## src/rtl/hbm_pkg.sv

```systemverilog
package hbm_pkg;

    // Four gate command / enable channels carried as one bundle.
    typedef struct packed {
        logic pfc;
        logic lo;
        logic hi;
        logic heat;
    } hbm_chan_t;

    // Action of the overcurrent latch for one cycle.
    typedef enum logic [1:0] {
        LATCH_KEEP  = 2'd0,
        LATCH_SET   = 2'd1,
        LATCH_CLEAR = 2'd2
    } hbm_latch_op_e;

    // Both half-bridge commands high: cross-conduction hazard.
    function automatic logic hb_conflict(input hbm_chan_t c);
        return c.lo & c.hi;
    endfunction

    // Both half-bridge commands low: release window.
    function automatic logic hb_idle(input hbm_chan_t c);
        return ~c.lo & ~c.hi;
    endfunction

    // Undervoltage wins, then a qualified trip, then release.
    function automatic hbm_latch_op_e latch_decide(
        input logic op_mode,
        input logic uvlo,
        input logic trip,
        input logic idle
    );
        if (uvlo)
            return LATCH_CLEAR;
        else if (op_mode && trip)
            return LATCH_SET;
        else if (idle && !trip)
            return LATCH_CLEAR;
        else
            return LATCH_KEEP;
    endfunction

endpackage

```

## src/rtl/hbm_fault_latch.sv

```systemverilog
module hbm_fault_latch
    import hbm_pkg::*;
(
    input  logic       clk,
    input  logic       rst,
    input  logic       op_mode,
    input  logic       uvlo,
    input  logic       oc_trip,
    input  hbm_chan_t  cmd,
    output logic       fault_active
);

    logic          latch_q;
    hbm_latch_op_e act;

    always_comb begin
        act = latch_decide(op_mode, uvlo, oc_trip, hb_idle(cmd));
    end

    always_ff @(posedge clk) begin
        if (rst) begin
            latch_q <= 1'b0;
        end else begin
            unique case (act)
                LATCH_SET:   latch_q <= 1'b1;
                LATCH_CLEAR: latch_q <= 1'b0;
                default:     latch_q <= latch_q;
            endcase
        end
    end

    // A fresh trip acts in its own cycle; the flop holds it afterwards.
    always_comb begin
        fault_active = latch_q | (act == LATCH_SET);
    end

    p_trip_sets_r5: assert property (@(posedge clk) disable iff (rst)
        (op_mode && oc_trip && !uvlo) |=> latch_q);

    p_uvlo_clears_r9: assert property (@(posedge clk) disable iff (rst)
        uvlo |=> !latch_q);

    p_hold_until_idle_r7: assert property (@(posedge clk) disable iff (rst)
        (latch_q && !uvlo && !(cmd.lo == 1'b0 && cmd.hi == 1'b0 && !oc_trip)) |=> latch_q);

    p_no_set_outside_op_r6: assert property (@(posedge clk) disable iff (rst)
        (!latch_q && !op_mode) |=> !latch_q);

    p_trip_blocks_release_r8: assert property (@(posedge clk) disable iff (rst)
        (latch_q && oc_trip && !uvlo) |=> latch_q);

endmodule

```

## src/rtl/hbm_gate_mux.sv

```systemverilog
module hbm_gate_mux
    import hbm_pkg::*;
(
    input  logic       clk,
    input  logic       rst,
    input  logic       drv_en,
    input  logic       fault_active,
    input  hbm_chan_t  cmd,
    output hbm_chan_t  gate
);

    logic hb_allow;

    always_comb begin
        hb_allow  = drv_en & ~hb_conflict(cmd) & ~fault_active;
        gate.pfc  = drv_en & cmd.pfc;
        gate.heat = drv_en & cmd.heat;
        gate.lo   = hb_allow & cmd.lo;
        gate.hi   = hb_allow & cmd.hi;
    end

    p_off_when_disabled_r1: assert property (@(posedge clk) disable iff (rst)
        !drv_en |-> (gate == '0));

    p_no_overlap_r3: assert property (@(posedge clk) disable iff (rst)
        !(gate.lo && gate.hi));

    p_fault_blanks_hb_r5: assert property (@(posedge clk) disable iff (rst)
        fault_active |-> (!gate.lo && !gate.hi));

    p_aux_follow_r2: assert property (@(posedge clk) disable iff (rst)
        drv_en |-> (gate.pfc == cmd.pfc && gate.heat == cmd.heat));

endmodule

```

## src/rtl/hb_input_monitor.sv

```systemverilog
module hb_input_monitor
    import hbm_pkg::*;
(
    input  logic clk,
    input  logic rst,
    input  logic drv_en,
    input  logic op_mode,
    input  logic uvlo,
    input  logic cmd_pfc,
    input  logic cmd_low,
    input  logic cmd_high,
    input  logic cmd_heat,
    input  logic oc_trip,
    output logic gate_pfc,
    output logic gate_low,
    output logic gate_high,
    output logic gate_heat,
    output logic fault_out
);

    hbm_chan_t cmd_b;
    hbm_chan_t gate_b;
    logic      fault_active;

    always_comb begin
        cmd_b.pfc  = cmd_pfc;
        cmd_b.lo   = cmd_low;
        cmd_b.hi   = cmd_high;
        cmd_b.heat = cmd_heat;
    end

    hbm_fault_latch u_latch (
        .clk          (clk),
        .rst          (rst),
        .op_mode      (op_mode),
        .uvlo         (uvlo),
        .oc_trip      (oc_trip),
        .cmd          (cmd_b),
        .fault_active (fault_active)
    );

    hbm_gate_mux u_mux (
        .clk          (clk),
        .rst          (rst),
        .drv_en       (drv_en),
        .fault_active (fault_active),
        .cmd          (cmd_b),
        .gate         (gate_b)
    );

    assign gate_pfc  = gate_b.pfc;
    assign gate_low  = gate_b.lo;
    assign gate_high = gate_b.hi;
    assign gate_heat = gate_b.heat;
    assign fault_out = fault_active;

    p_fault_low_when_clear_r10: assert property (@(posedge clk) disable iff (rst)
        ($past(rst) && op_mode && !oc_trip) |-> !fault_out);

endmodule

```

## config.mk

```make
export PLATFORM = sky130hd
export DESIGN_NAME = hb_input_monitor
export DESIGN_NICKNAME = d
export VERILOG_FILES = /design/src/rtl/hbm_pkg.sv /design/src/rtl/hbm_fault_latch.sv /design/src/rtl/hbm_gate_mux.sv /design/src/rtl/hb_input_monitor.sv
export SDC_FILE = /design/constraint.sdc
export NUM_CORES = 1
export LEC_CHECK = 0
export ABC_AREA = 1
export BUFFER_PORTS_ARGS = -buffer_cell sky130_fd_sc_hd__clkbuf_2
export CELL_PAD_IN_SITES_DETAIL_PLACEMENT = 1
export CELL_PAD_IN_SITES_GLOBAL_PLACEMENT = 1
export CORE_AREA = 2 2 39 41
export DETAILED_ROUTE_END_ITERATION = 10
export DIE_AREA = 0 0 41 43
export GPL_ROUTABILITY_DRIVEN = 0
export PLACE_DENSITY_LB_ADDON = 0.1
export SYNTH_ARGS = -nofsm -noshare
export SYNTH_HDL_FRONTEND = slang
export SYNTH_SLANG_ARGS = --single-unit
```

## constraint.sdc

```tcl
create_clock -name clk -period 1.3 [get_ports clk]
set_clock_uncertainty 0.15 [all_clocks]
set_input_delay 0.13 -clock clk [delete_from_list [all_inputs] [get_ports clk]]
set_output_delay 0.13 -clock clk [all_outputs]
set_load 0.01 [all_outputs]
```

==> metrics.yaml <==
timing:
  fmax_mhz: 827
  fin_crit_sh: 0.931
  period_needed_ns: 1.21
  setup_viol: 0
  finalHoldViolations: 0
  relSlewSlack: 0.846
  maxSlewViolCount: 0
  rsz0062_at_grt: "no"
  max_slew.worst_pin.slew_ns: 0.230
  tns_ns: 0
worst_setup_path:
  r2r-end: "u_latch.latch_q"
  reg2regPathDepth: 2
  cp-start-kind: "primary input"
  reg2reg_slack_ns: 0.59
  required_ns: 1.08
  cp.arrival_ns: 0.99
  critical_path.endpoint_type: "flop"
  critical_path_class: "primary input to flop"
  crit_path_start: "oc_trip"
  rr_startpoint: "u_latch.latch_q"
  cp_max_fo: 2
route:
  drt_iter0_drc: 0
  routed_wl_um: 393
  wl_per_cell_um: 7.56
  vias: 175
  route.detailed.drc: 0
  dr.pass1.iters: 1
  vias_per_cell: 3.37
  postRouteAntennaNets: 0
cells_and_area:
  regMostFlops: "u_latch.latch_q"
  areaGrowthSynthToFinish_pct: 111
  reg.largest.list: "u_latch.latch_q x1"
  drive_gt1_frac: 0.611
  antenna_cells: 0
  final_nets: 49
  fin_area_sq_um: 256
  largest_reg_flops: 1
yosys:
  synth_area_leaders: "inv_1 22%, dfxtp_1 16%, nor2_1 12%"
  synthTopCellsByCount: "7 x inv_1, 4 x nor2_1, 3 x nand2_1"
  syn_area_per_cell_sq_um: 5.78
  synth.most_common_cell: "inv_1"
  ys_ff_latch: 1
  synth-main-ff-cell: "dfxtp_1"
  synth.distinct_cells: 10
  synth-edff-count: 0
  synth_top_area_share: 0.216
  yosysTopAreaCell: "inv_1"
  ys_seq_area_frac: 0.165
  syn_area_sq_um: 121
  syn_nets: 32
  async_flop_share: 0
  synthCells: 21
  ys_warn_count: 0
grt:
  grt_util_all_layers: 0.0450
  antenna_found_initial: 0
  globalRoute.totalOverflow: 0
  grt_pass1_vias: 156
  grt_pass1_wl_um: 600
  grt_max_degree: 4
worst_hold_path:
  min_from: "rst"
  whs_path_depth: 2
  hold_end: "u_latch.latch_q"
  hp-class: "primary input to flop"
cts:
  clk_pin_slew_ns: 0
  hold_buffers: 0
  post_cts_buffers: 0
  cts-resized-gates: 0
  insertion_delay_ns: 0
run_status:
  outcome: "complete, no violations"
die:
  fp.coreArea_sq_um: 1380
  die-width_um: 41
  ios: 15
  rows: 14
  dieArea_sq_um: 1760
  die_h_um: 43
  initial_core_util: 0.0877
placement:
  port_buffers: 14
  placed_area_sq_um: 219
  dp_hpwl_um: 372
power:
  power_leakage_nw: 0.151
  power_density_nw_per_um2: 433
  peakVddDrop_mv: 0.176
run:
  drv_cap: 0
==> where the power goes <==
group	internal [mW]	switching, mW	leakage [nW]
logic	0.0363	0.0394	0.143
clock network	0	0	0
registers	0.0339	0.00146	0.00826
==> stage by stage <==
step / util / hold WS [ns] / power (mW) / worst slack, ns / cells
after detailed placement: 0.158 / 0.143 / 0.0965 / 0.0442 / 52
after floorplan: - / 0.0524 / 0.0639 / 0.242 / 21
after global routing: 0.185 / 0.155 / 0.123 / 0.00868 / 52
after global placement: 0.158 / 0.139 / 0.0948 / 0.0320 / 52
after CTS: 0.158 / 0.144 / 0.0969 / 0.0408 / 52
final: 0.185 / 0.142 / 0.111 / 0.0902 / 52
==> worst max-delay path: stages <==
cell      delay, ns
clkbuf_2       0.11
o31ai_4        0.29
ha_4           0.25
nor2_2         0.11
a21oi_2        0.04
nor2_1         0.07
==> per-layer routing <==
metal  wire length [um]  GRT usage  vias up  part of all wire
li1                   -          -       93                 -
met1                152     0.0605       72              0.39
met2                194     0.0813       10              0.49
met3                 47          0        0              0.12
met4                  0          0        0                 0
met5                  0          0        -                 0
==> cells in the final DEF (no fill, tap or decap) <==
| cell type | Yosys | final |
|---|---|---|
| nand2_1 | 3 | 3 |
| nor2_1 | 4 | 3 |
| nand3_2 | 1 | 2 |
| buf_4 | 0 | 1 |
| dfxtp_1 | 1 | 1 |
| a21oi_2 | 1 | 2 |
| ha_4 | 0 | 1 |
| o31ai_4 | 0 | 1 |
| nor2_2 | 0 | 1 |
| clkbuf_2 | 0 | 14 |
| inv_1 | 7 | 7 |
==> kinds of logic after synthesis <==
| group | after synthesis | synth area share |
|---|---|---|
| AND/OR/NAND/NOR | 9 | 0.340 |
| buffers and inverters | 7 | 0.217 |
| AO/OA/AOI/OAI | 3 | 0.175 |
| adder cells (fa/ha/maj) | 1 | 0.103 |
| flip-flops | 1 | 0.165 |
==> cell type report <==
cell class	count	area [sq um]
multi-input cells	13	113
repair buffers	15	77.6
inverters	7	26.3
well taps	16	20.0
fillers	182	1130
flip-flops and latches	1	20.0
==> worst max-delay path by stage <==
| stage | end | slack (ns) | cells after the start |
|---|---|---|---|
| final | u_latch.latch_q | 0.09 | 6 |
| after global placement | u_latch.latch_q | 0.03 | 5 |
| after CTS | u_latch.latch_q | 0.04 | 5 |
| after floorplan | u_latch.latch_q | 0.24 | 4 |
| after detailed placement | u_latch.latch_q | 0.04 | 5 |
| after global routing | u_latch.latch_q | 0.009 | 6 |
Power figures use the tool's default switching activity.
